**src/rtl/xcvr_i2c_pkg.sv**
```systemverilog
package xcvr_i2c_pkg;

    typedef enum logic [3:0] {
        ST_IDLE,
        ST_ADDR,
        ST_AACK,
        ST_REG,
        ST_RACK,
        ST_WDAT,
        ST_WACK,
        ST_STR,
        ST_TX,
        ST_TACK,
        ST_WAIT
    } tgt_st_e;

    // Identification content, derived from the offset
    function automatic logic [7:0] id_byte(input logic [7:0] off, input logic [7:0] seed);
        return (off * 8'd7) + seed;
    endfunction

    // Extended-page content, derived from offset and page
    function automatic logic [7:0] page_byte(input logic [7:0] off, input logic [7:0] page);
        return (off * 8'd3) + (page * 8'd17) + 8'h5A;
    endfunction

endpackage

```
**src/rtl/xcvr_i2c_sync.sv**
```systemverilog
module xcvr_i2c_sync (
    input  logic clk,
    input  logic rst_n,
    input  logic scl_i,
    input  logic sda_i,
    output logic scl_s,
    output logic sda_s,
    output logic scl_rise,
    output logic scl_fall,
    output logic start_det,
    output logic stop_det
);
    // two synchronizer stages plus one history stage per line
    logic [2:0] scl_q, sda_q;

    always_ff @(posedge clk or negedge rst_n) begin
        if (!rst_n) begin
            scl_q <= 3'b111;
            sda_q <= 3'b111;
        end else begin
            scl_q <= {scl_q[1:0], scl_i};
            sda_q <= {sda_q[1:0], sda_i};
        end
    end

    assign scl_s     = scl_q[1];
    assign sda_s     = sda_q[1];
    assign scl_rise  = scl_q[1] & ~scl_q[2];
    assign scl_fall  = ~scl_q[1] & scl_q[2];
    // SCL must be high in both samples so simultaneous line changes are ignored
    assign start_det = scl_q[1] & scl_q[2] & sda_q[2] & ~sda_q[1];
    assign stop_det  = scl_q[1] & scl_q[2] & ~sda_q[2] & sda_q[1];

endmodule

```
**src/rtl/xcvr_i2c_rdmux.sv**
```systemverilog
module xcvr_i2c_rdmux #(
    parameter int         N_MEAS    = 10,
    parameter int         N_CTRL    = 2,
    parameter int         CTRL_BASE = 110,
    parameter int         PAGE_W    = 2,
    parameter logic [7:0] ID_SEED   = 8'h03
) (
    input  logic                  sel,
    input  logic [7:0]            off,
    input  logic [N_MEAS*8-1:0]   meas,
    input  logic [N_CTRL*8-1:0]   ctrl,
    input  logic [PAGE_W-1:0]     page,
    output logic [7:0]            rdata
);
    import xcvr_i2c_pkg::*;

    localparam logic [7:0] PAGE_OFF = 8'd127;

    logic [7:0] page_ext;
    logic [7:0] lower;

    assign page_ext = {{(8-PAGE_W){1'b0}}, page};

    always_comb begin
        lower = 8'h00;
        for (int k = 0; k < N_MEAS; k++) begin
            if (off == 8'(k)) lower = meas[8*k +: 8];
        end
        for (int j = 0; j < N_CTRL; j++) begin
            if (off == 8'(CTRL_BASE + j)) lower = ctrl[8*j +: 8];
        end
        if (off == PAGE_OFF) lower = page_ext;
    end

    always_comb begin
        if (!sel)        rdata = id_byte(off, ID_SEED);
        else if (off[7]) rdata = page_byte(off, page_ext);
        else             rdata = lower;
    end

endmodule

```
**src/rtl/xcvr_mgmt_i2c_target.sv**
```systemverilog
module xcvr_mgmt_i2c_target #(
    parameter logic [6:0] ID_ADDR     = 7'h50,
    parameter logic [6:0] DIAG_ADDR   = 7'h51,
    parameter int         N_MEAS      = 10,
    parameter int         N_CTRL      = 2,
    parameter int         CTRL_BASE   = 110,
    parameter int         PAGE_W      = 2,
    parameter logic [7:0] ID_SEED     = 8'h03,
    parameter int         STRETCH_CYC = 4
) (
    input  logic                clk,
    input  logic                rst_n,
    input  logic                scl_i,
    input  logic                sda_i,
    input  logic [N_MEAS*8-1:0] diag_meas_i,
    output logic                sda_oe_o,
    output logic                scl_oe_o,
    output logic [N_CTRL*8-1:0] ctrl_o
);
    import xcvr_i2c_pkg::*;

    localparam logic [7:0] PAGE_OFF  = 8'd127;
    localparam int         SW        = (STRETCH_CYC < 2) ? 1 : $clog2(STRETCH_CYC + 1);
    localparam logic [SW-1:0] SCNT_LAST = SW'((STRETCH_CYC > 0) ? STRETCH_CYC - 1 : 0);

    typedef struct packed {
        tgt_st_e               st;
        logic [3:0]            cnt;
        logic [7:0]            sh;
        logic                  sel;
        logic                  rw;
        logic [7:0]            ptr_id;
        logic [7:0]            ptr_dg;
        logic [N_CTRL*8-1:0]   ctrl;
        logic [PAGE_W-1:0]     page;
        logic                  sda_oe;
        logic                  scl_oe;
        logic [SW-1:0]         scnt;
    } regs_t;

    regs_t q, d;

    logic scl_s, sda_s, scl_rise, scl_fall, start_det, stop_det;
    logic [7:0] cur_ptr;
    logic [7:0] rdata;
    logic addr_hit, do_load, tx_go;

    xcvr_i2c_sync u_sync (
        .clk       (clk),
        .rst_n     (rst_n),
        .scl_i     (scl_i),
        .sda_i     (sda_i),
        .scl_s     (scl_s),
        .sda_s     (sda_s),
        .scl_rise  (scl_rise),
        .scl_fall  (scl_fall),
        .start_det (start_det),
        .stop_det  (stop_det)
    );

    assign cur_ptr = q.sel ? q.ptr_dg : q.ptr_id;

    xcvr_i2c_rdmux #(
        .N_MEAS    (N_MEAS),
        .N_CTRL    (N_CTRL),
        .CTRL_BASE (CTRL_BASE),
        .PAGE_W    (PAGE_W),
        .ID_SEED   (ID_SEED)
    ) u_rdmux (
        .sel   (q.sel),
        .off   (cur_ptr),
        .meas  (diag_meas_i),
        .ctrl  (q.ctrl),
        .page  (q.page),
        .rdata (rdata)
    );

    always_comb begin
        d        = q;
        addr_hit = (q.sh[7:1] == ID_ADDR) || (q.sh[7:1] == DIAG_ADDR);
        do_load  = 1'b0;
        tx_go    = 1'b0;
        if (stop_det) begin
            d.st     = ST_IDLE;
            d.sda_oe = 1'b0;
            d.scl_oe = 1'b0;
        end else if (start_det) begin
            d.st     = ST_ADDR;
            d.cnt    = '0;
            d.sda_oe = 1'b0;
            d.scl_oe = 1'b0;
        end else begin
            case (q.st)
                ST_ADDR, ST_REG, ST_WDAT: begin
                    if (scl_rise) begin
                        d.sh  = {q.sh[6:0], sda_s};
                        d.cnt = q.cnt + 4'd1;
                    end else if (scl_fall && q.cnt == 4'd8) begin
                        d.cnt    = '0;
                        d.sda_oe = 1'b1;
                        if (q.st == ST_ADDR) begin
                            if (addr_hit) begin
                                d.st  = ST_AACK;
                                d.sel = (q.sh[7:1] == DIAG_ADDR);
                                d.rw  = q.sh[0];
                            end else begin
                                d.st     = ST_WAIT;
                                d.sda_oe = 1'b0;
                            end
                        end else if (q.st == ST_REG) begin
                            d.st = ST_RACK;
                            if (q.sel) d.ptr_dg = q.sh;
                            else       d.ptr_id = q.sh;
                        end else begin
                            d.st = ST_WACK;
                            if (q.sel) begin
                                d.ptr_dg = q.ptr_dg + 8'd1;
                                if (q.ptr_dg == PAGE_OFF) d.page = q.sh[PAGE_W-1:0];
                                for (int j = 0; j < N_CTRL; j++) begin
                                    if (q.ptr_dg == 8'(CTRL_BASE + j)) d.ctrl[8*j +: 8] = q.sh;
                                end
                            end else begin
                                d.ptr_id = q.ptr_id + 8'd1;
                            end
                        end
                    end
                end
                ST_AACK: begin
                    if (scl_fall) begin
                        d.sda_oe = 1'b0;
                        if (q.rw) do_load = 1'b1;
                        else      d.st    = ST_REG;
                    end
                end
                ST_RACK, ST_WACK: begin
                    if (scl_fall) begin
                        d.sda_oe = 1'b0;
                        d.st     = ST_WDAT;
                    end
                end
                ST_STR: begin
                    d.scnt = q.scnt + SW'(1);
                    if (q.scnt == SCNT_LAST) begin
                        d.scl_oe = 1'b0;
                        tx_go    = 1'b1;
                    end
                end
                ST_TX: begin
                    if (scl_rise) begin
                        d.cnt = q.cnt + 4'd1;
                    end else if (scl_fall) begin
                        if (q.cnt == 4'd8) begin
                            d.sda_oe = 1'b0;
                            d.cnt    = '0;
                            d.st     = ST_TACK;
                        end else begin
                            d.sh     = {q.sh[6:0], 1'b0};
                            d.sda_oe = ~q.sh[6];
                        end
                    end
                end
                ST_TACK: begin
                    if (scl_rise) begin
                        if (sda_s) d.st  = ST_WAIT;
                        else       d.cnt = 4'd9;
                    end else if (scl_fall && q.cnt == 4'd9) begin
                        do_load = 1'b1;
                    end
                end
                default: ;
            endcase
        end

        if (do_load) begin
            if (STRETCH_CYC > 0) begin
                d.st     = ST_STR;
                d.scl_oe = 1'b1;
                d.scnt   = '0;
            end else begin
                tx_go = 1'b1;
            end
        end
        if (tx_go) begin
            d.st     = ST_TX;
            d.cnt    = '0;
            d.sh     = rdata;
            d.sda_oe = ~rdata[7];
            if (q.sel) d.ptr_dg = q.ptr_dg + 8'd1;
            else       d.ptr_id = q.ptr_id + 8'd1;
        end
    end

    always_ff @(posedge clk or negedge rst_n) begin
        if (!rst_n) q <= '0;
        else        q <= d;
    end

    assign sda_oe_o = q.sda_oe;
    assign scl_oe_o = q.scl_oe;
    assign ctrl_o   = q.ctrl;

    // consecutive stretch cycles, used only by the stretch check
    logic [15:0] str_run_q;
    always_ff @(posedge clk or negedge rst_n) begin
        if (!rst_n)        str_run_q <= '0;
        else if (q.scl_oe) str_run_q <= str_run_q + 16'd1;
        else               str_run_q <= '0;
    end


    ack_only_known_addr_chk: assert property (@(posedge clk) disable iff (!rst_n)
        (q.st == ST_AACK) |-> ((q.sh[7:1] == ID_ADDR) || (q.sh[7:1] == DIAG_ADDR)));


    id_write_no_effect_chk: assert property (@(posedge clk) disable iff (!rst_n)
        ($changed(q.ctrl) || $changed(q.page)) |-> $past(q.sel));


    page_only_by_write_chk: assert property (@(posedge clk) disable iff (!rst_n)
        $changed(q.page) |-> ($past(q.st) == ST_WDAT) && ($past(cur_ptr) == PAGE_OFF));


    stretch_len_chk: assert property (@(posedge clk) disable iff (!rst_n)
        q.scl_oe |-> (str_run_q < 16'(STRETCH_CYC)));


    sda_moves_scl_low_chk: assert property (@(posedge clk) disable iff (!rst_n)
        (q.sda_oe != $past(q.sda_oe)) |-> !$past(scl_s));


    single_line_drive_chk: assert property (@(posedge clk) disable iff (!rst_n)
        $onehot0({q.sda_oe, q.scl_oe}));


    stop_releases_chk: assert property (@(posedge clk) disable iff (!rst_n)
        stop_det |=> (!q.sda_oe && !q.scl_oe));

endmodule

```
**config.mk**
```make
export PLATFORM = sky130hd
export DESIGN_NAME = xcvr_mgmt_i2c_target
export DESIGN_NICKNAME = d
export VERILOG_FILES = /design/src/rtl/xcvr_i2c_pkg.sv /design/src/rtl/xcvr_i2c_sync.sv /design/src/rtl/xcvr_i2c_rdmux.sv /design/src/rtl/xcvr_mgmt_i2c_target.sv
export SDC_FILE = /design/constraint.sdc
export NUM_CORES = 1
export LEC_CHECK = 0
export BUFFER_PORTS_ARGS = -buffer_cell sky130_fd_sc_hd__buf_2
export CAP_MARGIN = 20
export CELL_PAD_IN_SITES_DETAIL_PLACEMENT = 1
export CELL_PAD_IN_SITES_GLOBAL_PLACEMENT = 1
export CORE_ASPECT_RATIO = 0.7
export CORE_MARGIN = 2
export CORE_UTILIZATION = 40
export DETAILED_ROUTE_END_ITERATION = 10
export PLACE_DENSITY_LB_ADDON = 0.25
export SYNTH_ARGS = -nofsm -noshare
export SYNTH_HDL_FRONTEND = slang
export SYNTH_HIERARCHICAL = 1
export SYNTH_SLANG_ARGS = --single-unit
export TNS_END_PERCENT = 50
```
**constraint.sdc**
```tcl
create_clock -name clk -period 4.09 [get_ports clk]
set_clock_uncertainty 0.05 [all_clocks]
set_input_delay 0 -clock clk [delete_from_list [all_inputs] [get_ports clk]]
set_output_delay 0 -clock clk [all_outputs]
set_load 0.01 [all_outputs]
```
## Word level (Yosys, flattened, before mapping)

Cells that the tools add are included.

| cells by class | value |
|---|---|
| divide/modulo/power cells | 0 |
| reductions and logical operators | 24 |
| eq/ne operators | 57 |
| add/sub/neg operators | 7 |
| shift operators | 0 |
| magnitude comparators | 0 |
| multiply operators | 3 |
| muxes and demuxes | 88 |
| bitwise gates (word level) | 18 |

Operators by type and width:

| operator | number |
|---|---|
| 8-bit 2-to-1 mux | 30 |
| 37-bit 2-to-1 mux | 2 |
| 16-bit 2-to-1 mux | 4 |
| 4-bit 2-to-1 mux | 15 |
| 6-bit != test (second input constant) | 9 |
| 8-bit by 7-bit equality test with 1-bit output (second input constant) | 6 |
| 48-bit 2-to-1 mux | 1 |
| 44-bit 2-to-1 mux | 1 |
| 36-bit 2-to-1 mux | 1 |
| 5-bit != test (second input constant) | 7 |
| 34-bit 2-to-1 mux | 1 |
| 8-bit by 3-bit equality test with 1-bit output (second input constant) | 4 |
| 9-bit AND reduction | 3 |
| 26-bit 2-to-1 mux | 1 |
| 7-bit AND reduction | 3 |
| 4-bit case mux with 5 select lines | 1 |
| 1-bit 2-to-1 mux | 18 |
| 18-bit 2-to-1 mux | 1 |
| 8-bit by 1-bit adder with 8-bit output (second input constant) | 2 |
| 4-bit by 3-bit equality test with 1-bit output (second input constant) | 4 |
| 4-bit equality test (second input constant) | 4 |
| 8-bit by 2-bit equality test with 1-bit output (second input constant) | 2 |
| 8-bit by 4-bit equality test with 1-bit output (second input constant) | 2 |
| 8-bit case mux with 2 select lines | 1 |
| 40 further kinds | 74 |

| word-level totals | value |
|---|---|
| latch bits | 0 |
| memory bits (read-only) | 0 |
| flip-flop bits (word level) | 63 |
| output and inout port bits | 18 |
| memories | 0 |
| memory bits (writable) | 0 |

## Longest topological paths before layout

Gate-level depths: netlist of the first run.

| logic depth | value |
|---|---|
| depth after elaboration | 19 |
| mapped depth | 17 |
| depth with buffers taken out | 15 |

## By module

The synthesis of the first run kept the hierarchy.

By module, submodules not included:

| module | sequential area each (um^2) | times used | area an instance (um^2) | cells an instance |
|---|---|---|---|---|
| xcvr_mgmt_i2c_target | 1,426.4 | 1 | 3,703.6 | 385 |
| xcvr_i2c_rdmux | 0.0 | 1 | 2,542.4 | 354 |
| xcvr_i2c_sync | 157.7 | 1 | 190.2 | 10 |

## Worst setup path after synthesis of the first run

No wires, ideal clock.

| path | value |
|---|---|
| kind | flip-flop to flip-flop |
| start point | register q[40] (netlist bit) |
| end point | register q, in the netlist sda_oe_o |
| period minus slack after synthesis | 4,116 ps |
| buffers on the path | 2 |
| library setup time | 125 ps |
| stages on the path, launching flop included | 17 |
| required time | 3,915 ps |
| arrival time | 3,942 ps |
| slack | -26 ps |
| path through | dfrtp_1 -> clkbuf_1 -> clkbuf_1 -> mux2_2 -> fa_1 -> xnor2_1 -> ha_1 -> ha_1 -> a21o_1 -> a21oi_1 -> o21bai_1 -> a21oi_1 -> xnor2_1 -> o221ai_1 -> a21oi_1 -> o31a_1 -> mux2_2 |

| between the ends | value |
|---|---|
| cells in the longest elaborated chain, start to end | 19 |
| elaborated cells on any way between the ends | 36 |
| those cells by class | add/sub: 3; mul: 2; eq/ne: 12; mux: 17; bitwise: 1; reduce/logical: 1 |

RTL lines:

| element | line | source |
|---|---|---|
| start, declared | xcvr_mgmt_i2c_target.sv:41 | `regs_t q, d;` |
| start signal, assigned | xcvr_mgmt_i2c_target.sv:194 | `if (!rst_n) q <= '0;` |
| start signal, assigned | xcvr_mgmt_i2c_target.sv:195 | `else q <= d;` |
| 8-bit 2-to-1 mux * | xcvr_mgmt_i2c_target.sv:61 | `assign cur_ptr = q.sel ? q.ptr_dg : q.ptr_id;` |
| net cur_ptr[1] | xcvr_mgmt_i2c_target.sv:44 | `logic [7:0] cur_ptr;` |
| parallel branches: the longest is 15 deep, another holds 8-bit by 2-bit multiplier with 8-bit output | -- |  |
| 8-bit 2-to-1 mux * | xcvr_i2c_rdmux.sv:36 | `if (!sel) rdata = id_byte(off, ID_SEED);` |
| net rdata[7] | xcvr_mgmt_i2c_target.sv:45 | `logic [7:0] rdata;` |
| 1-bit inverter * | xcvr_mgmt_i2c_target.sv:187 | `d.sda_oe = ~rdata[7];` |
| 1-bit 2-to-1 mux * | xcvr_mgmt_i2c_target.sv:183 | `if (tx_go) begin` |

Mark *: on every way through the listed nets, which the timed path passes.
A chain may end at the register's enable or synchronous reset.

## Worst setup path in the final report of the first run

Ends and elaborated chain as after synthesis.

==> results.sh, run 1 <==
export IMPL_crit_fanout=17
export IMPL_synth_area_um2=6440
export IMPL_fin_area_um2=7390
export IMPL_setup_viol=0
export IMPL_dpl_instance_area_um2=7020
export IMPL_ys_ff_latch=63
export IMPL_cts_sinks=63
export IMPL_hpwlAfterDp_um=18300
export IMPL_grt_pass1_wl_um=37000
export IMPL_antenna_found_initial=0
export IMPL_p_leak_nw=3.29
export IMPL_path_clk_slew_ps=60
export IMPL_dp_cells=1016
export IMPL_drv_slew=0
export IMPL_h_tree_depth=3
export IMPL_drt_pass1_iterations=5
export IMPL_swShare_pct=42.8
export IMPL_track_usage_pct=27.9
export IMPL_synth_edf_count=0
export IMPL_die_w_um=156
export IMPL_grt_pass1_vias=6546
export IMPL_antenna_left=0
export IMPL_hold_class="in2reg"
export IMPL_p_int_w=0.00188
export IMPL_peakVddDrop_v=0.000220
export IMPL_gp_congestion=0.948
export IMPL_fin_setup_tns_ps=0
export IMPL_fin_nets=972
export IMPL_synth_top_cell_by_area="dfrtp_1"
export IMPL_dp_slack_ps=-40.8
export IMPL_cts_root_buf="clkbuf_16"
export IMPL_diodes=0
export IMPL_drive_gt1_share_pct=24.9
export IMPL_worst_setup_path_type="reg2reg"
export IMPL_yosysWarnings=6
export IMPL_synth_main_ff_cell="dfrtp_1"
export IMPL_initial_utilization_pct=41.3
export IMPL_combinationalPowerShare_pct=45.5
export IMPL_worst_slack_ps=182
export IMPL_final_cells=1034
export IMPL_num_rows=38
export IMPL_max_slew_margin_pct=43.6
export IMPL_worstPathRequired_ps=4310
export IMPL_syn_to_final_growth_pct=14.9
export IMPL_cellPowerDensity_nw_per_um2=444
export IMPL_seq_area_frac_synth_pct=24.6
export IMPL_num_vias=6610
export IMPL_worst_pin_slew_ps=838
export IMPL_maxCapViolCount=0
export IMPL_port_buffer_count=101
export IMPL_routed_wl_um=23600
export IMPL_wl_per_cell_um=22.9
export IMPL_synth_nets=891
export IMPL_drt_first_iter_violations=545
export IMPL_die_area_um2=17100
export IMPL_critPathCaptureType="flop"
export IMPL_clkLatencyLatePin_ps=330
export IMPL_cp_arrival_ps=4130
export IMPL_cts_tree="done"
export IMPL_ios=102
export IMPL_finalHoldViolations=0
export IMPL_cts_buffers_inserted=9
export IMPL_core_area_um2=15600
export IMPL_cts_buffer_depth=2
export IMPL_ys_async_sr_fraction_pct=100
export IMPL_vias_per_cell=6.39
export IMPL_finalCritPeriodShare_pct=95.5
export IMPL_p_sw_w=0.00141
export IMPL_grt_start_max_net_pins=64
export IMPL_yosys_top_cells_area="dfrtp_1 (22%), ha_1 (8.9%), mux2_2 (5.2%)"
export IMPL_synth_avg_cell_area_um2=8.59
export IMPL_grt_remaining_overflow=0
export IMPL_seqPwrFrac_pct=29.3
export IMPL_fin_util_pct=47.4
export IMPL_clockPowerShare_pct=25.1
export IMPL_critPathLaunchType="flop"
export IMPL_die_h_um=110
export IMPL_timing_fmax_mhz=256
export IMPL_synthCells=749
export IMPL_fin_crit_ps=3910
export IMPL_synth_cell_types=88
export IMPL_yosys_area_top_type_share_pct=22.2
export IMPL_rsz0062_at_grt="no"
export IMPL_outcome="finished, final reports clean"
export IMPL_drc=0
-- repair_timing --
action | in CTS | in global routing
gates resized for setup | 1 | 7
hold buffers | 3 | 0
hold endpoints to repair | 59 | 0
endpoints found under the setup margin | 1 | 4
pin swaps | 0 | 0
gates cloned | 0 | 0
setup buffers | 0 | 0
-- cell usage after synthesis, drive strengths merged (4+ instances only) --
master    n
nor2     52
dfstp     6
o2bb2ai  15
nor3     19
and4b     5
o221ai    8
nand2    44
nor4b     4
and3      6
nor3b     4
a2111oi   7
nand3    30
clkbuf   16
o31a      4
buf      44
mux2i     6
nand2b    4
a31oi     9
nor2b    11
a22oi    12
o31ai     5
mux2     30
nand4    16
inv      52
a211o     5
a221oi   12
a21o      6
o21bai    5
o22ai     8
a21oi    52
o21ai    48
a221o     4
fa       12
ha       46
or3       4
and4      5
xor2      4
o32ai     5
dfrtp    57
xnor2    13
a211oi   10
o41ai     5
-- registers in the layout, summed over array words and instances, names as in the netlist --
signal and cells:
q 39, sda_oe_o 1, ctrl_o 16, scl_oe_o 1, u_sync/scl_q 3, u_sync/sda_q 3
-- worst max-delay path, stage by stage (launching register included) --
cell and delay (ps):
dfrtp_2 470, buf_4 250, mux2_2 450, inv_1 170, ha_1 330, nand4_2 230, and2_2 270, o21ai_0 140
a2111oi_0 120, a211oi_1 580, o221ai_2 280, a21oi_1 200, o31a_1 150, mux2_2 140
-- per-layer routing --
metal / global-route usage [%] / vias to the layer above / routed length, um
met5: 0 / - / 0
met4: 4.59 / 0 / 278
met3: 3.67 / 22 / 1620
met2: 42.0 / 244 / 10200
met1: 43.0 / 3379 / 11600
li1: - / 2965 / -
-- metrics by stage --
stage               total power (W)  hold WS (ps)
floorplan                   0.00191          -346
global placement            0.00234          55.7
detailed placement          0.00240          57.2
CTS                         0.00324           242
global route                0.00348           284
finish                      0.00328           252
-- cells by family after synthesis --
kind of cell,count (synthesis),synth area share (%)
compound gates,240,26.4
simple gates,222,19.0
buf+inv,113,8.79
flops,63,24.6
fa+ha+maj,58,12.7
mux,36,6.18
xor+xnor,17,2.31
-- final cells by class --
type	instances	area (um^2)
multi-input combinational	573	4310
tap	200	250
fill	1880	8200
sequential	63	1590
clock buffer	11	243
timing repair buffer	131	738
inverter	52	195
clock inverter	4	70.1
-- power groups by stage --
stage          logic [W]  clock network [W]  registers, W
6_report         0.00150           0.000826      0.000963
4_1_cts          0.00146           0.000830      0.000947
3_5_place_dp     0.00144                  0      0.000954
3_3_place_gp     0.00140                  0      0.000944
2_1_floorplan    0.00109                  0      0.000821
5_1_grt          0.00164           0.000861      0.000980
-- cell usage in the layout, fill, tap and decap left out, types with 27 or more instances in the layout --
cell	count
inv_1	51
a21oi_1	47
ha_1	45
nand2_1	44
buf_2	101
buf_4	27
o21ai_0	46
mux2_2	27
dfrtp_1	56
nor2_1	50
nand3_1	29
-- worst paths after layout --
kind | start | end | slack, ps | cells after the start
max | q[40]$_DFFE_PN0P_ | sda_oe_o$_DFFE_PN0P_ | 180 | 13
min | diag_meas_i[77] | q[46]$_DFFE_PN0P_ | 250 | 6
max reg2reg | q[40]$_DFFE_PN0P_ | sda_oe_o$_DFFE_PN0P_ | 180 | 13
min reg2reg | u_sync/scl_q[0]$_DFF_PN1_ | u_sync/scl_q[1]$_DFF_PN1_ | 310 | 0
max in group asynchronous | rst_n | q[40]$_DFFE_PN0P_ | 3050 | 3
min in group asynchronous | rst_n | q[49]$_DFFE_PN0P_ | 330 | 3
Power figures use the tool's default switching activity.
==> run 2: changes to the inputs <==
- CORE_UTILIZATION: 40 -> 44
- clock period: 4.09 -> 4.4 ns (I/O delays scaled with it)
==> results.sh, run 2 (synthesis results as in run 1) <==
export IMPL_grt_remaining_overflow=0
export IMPL_cellPowerDensity_nw_per_um2=410
export IMPL_layout_commonest_cell="buf_2"
export IMPL_core_area_um2=14100
export IMPL_worst_slack_ps=349
export IMPL_max_stage_delay_ps=490
export IMPL_gp_congestion=0.966
export IMPL_critPathLaunchType="flop"
export IMPL_ff2ff_setup_slack_ps=350
export IMPL_cts_tree="done"
export IMPL_cp_slowest_cell="mux2_2"
export IMPL_finalCritPeriodShare_pct=92.1
export IMPL_hpwlAfterDp_um=18000
export IMPL_drv_slew=0
export IMPL_antenna_left=0
export IMPL_path_cells="mux2_2, fa_1, xnor2_1, ha_1, ha_1, a21o_1, a21oi_1, o21bai_1, a21oi_1, xnor2_1, o221ai_1, a21oi_1, o31a_1, mux2_2"
export IMPL_total_power_w=0.00296
export IMPL_peakVddDrop_v=0.000211
export IMPL_p_sw_w=0.00134
export IMPL_wl_per_cell_um=22.7
export IMPL_swShare_pct=45.1
export IMPL_timing_fmax_mhz=247
export IMPL_worstPathRequired_ps=4580
export IMPL_die_h_um=105
export IMPL_p_leak_nw=3.20
export IMPL_routed_wl_um=23000
export IMPL_grt_start_max_net_pins=64
export IMPL_grt_pass1_wl_um=36600
export IMPL_vias_per_cell=6.43
export IMPL_post_cts_repair_setup_buffers=0
export IMPL_path_clk_slew_ps=60
export IMPL_p_int_w=0.00163
export IMPL_top_register="q"
export IMPL_setup_viol=0
export IMPL_maxCapViolCount=0
export IMPL_track_usage_pct=29.8
export IMPL_cp_common_cell="a21oi_1"
export IMPL_fin_setup_tns_ps=0
export IMPL_drc=0
export IMPL_path_delay_family="compound AO/OA/AOI/OAI gates"
export IMPL_port_buffer_count=101
export IMPL_syn_to_final_growth_pct=12.3
export IMPL_cts_root_buf="clkbuf_16"
export IMPL_max_slew_margin_pct=45.5
export IMPL_antenna_found_initial=0
export IMPL_post_cts_resize_count=0
export IMPL_drt_pass1_iterations=7
export IMPL_num_vias=6517
export IMPL_clockPowerShare_pct=22.5
export IMPL_worst_setup_path_type="reg2reg"
export IMPL_fin_crit_ps=4050
export IMPL_combinationalPowerShare_pct=47.1
export IMPL_crit_buf_inv=0
export IMPL_finalHoldViolations=0
export IMPL_die_area_um2=15600
export IMPL_worst_pin_slew_ps=817
export IMPL_dp_slack_ps=375
export IMPL_cp_arrival_ps=4230
export IMPL_drt_first_iter_violations=552
export IMPL_ios=102
export IMPL_cts_sinks=63
export IMPL_fin_nets=960
export IMPL_n_fill_cell=1715
export IMPL_initial_utilization_pct=45.7
export IMPL_final_cell_mix="buf_2 (101), dfrtp_1 (57), inv_1 (51)"
export IMPL_drive_gt1_share_pct=23.3
export IMPL_h_tree_depth=3
export IMPL_crit_fanout=9
export IMPL_cts_buffers_inserted=9
export IMPL_diodes=0
export IMPL_outcome="finished, final reports clean"
export IMPL_largest_reg_flops=39
export IMPL_seqPwrFrac_pct=30.4
export IMPL_num_rows=36
export IMPL_critPathCaptureType="flop"
export IMPL_clkLatencyLatePin_ps=340
export IMPL_grt_pass1_vias=6547
export IMPL_rsz0062_at_grt="no"
export IMPL_holdBufCountCts=3
export IMPL_hold_class="in2reg"
export IMPL_die_w_um=149
export IMPL_cts_buffer_depth=2
==> run 2: cell count changes in the layout (fill, tap and decap cells not counted), moves of 2 or more <==
cell	previous run	this run
buf_4	27	15
bufinv_16	2	0
clkinvlp_4	0	2
mux2_2	27	30
mux2_4	3	0
==> run 2: per-layer routing <==
metal / vias up / share of wire, % / track usage (%)
li1: 2943 / - / -
met1: 3285 / 48 / 45.3
met2: 264 / 42 / 43.5
met3: 25 / 8.8 / 7.21
met4: 0 / 0.92 / 4.08
met5: - / 0 / 0
==> run 2: area by class of cell <==
cell class	count	area, um^2	area share, %
flip-flops and latches	63	1580	21.9
clock inverters	5	33.8	0.467
inverters	52	195	2.70
clock buffers	11	243	3.36
well taps	190	238	3.29
multi-input cells	573	4290	59.3
repair buffers	119	648	8.97
==> run 2: worst min-delay path: stages <==
cell	delay (ps)
buf_2	80
a21oi_1	50
o22ai_1	90
or3_1	140
a22oi_1	90
o2bb2ai_1	130
==> run 2: power by group through the flow <==
stage	Clock, W	Combinational, W	Sequential, W
finish	0.000665	0.00140	0.000900
global route	0.000699	0.00152	0.000915
CTS	0.000672	0.00137	0.000886
detailed placement	0	0.00135	0.000895
global placement	0	0.00130	0.000877
floorplan	0	0.00102	0.000763
==> run 2: through the flow <==
stage	utilization (%)	std cells	area [um^2]	hold slack, ps
2_1_floorplan	-	749	6440	-346
3_3_place_gp	49.1	994	6920	55.9
3_5_place_dp	49.1	994	6920	58.6
4_1_cts	51.3	1013	7230	229
5_1_grt	51.3	1013	7230	250
6_report	51.3	1013	7230	222
==> run 2: path summary, 6_finish.rpt <==
path	startpoint	endpoint	cells after the start
min reg2reg	u_sync/sda_q[0]$_DFF_PN1_	u_sync/sda_q[1]$_DFF_PN1_	0
max	q[40]$_DFFE_PN0P_	sda_oe_o$_DFFE_PN0P_	14
min in group asynchronous	rst_n	q[49]$_DFFE_PN0P_	3
max reg2reg	q[40]$_DFFE_PN0P_	sda_oe_o$_DFFE_PN0P_	14
max in group asynchronous	rst_n	q[27]$_DFF_PN0_	3
min	diag_meas_i[60]	q[45]$_DFFE_PN0P_	6
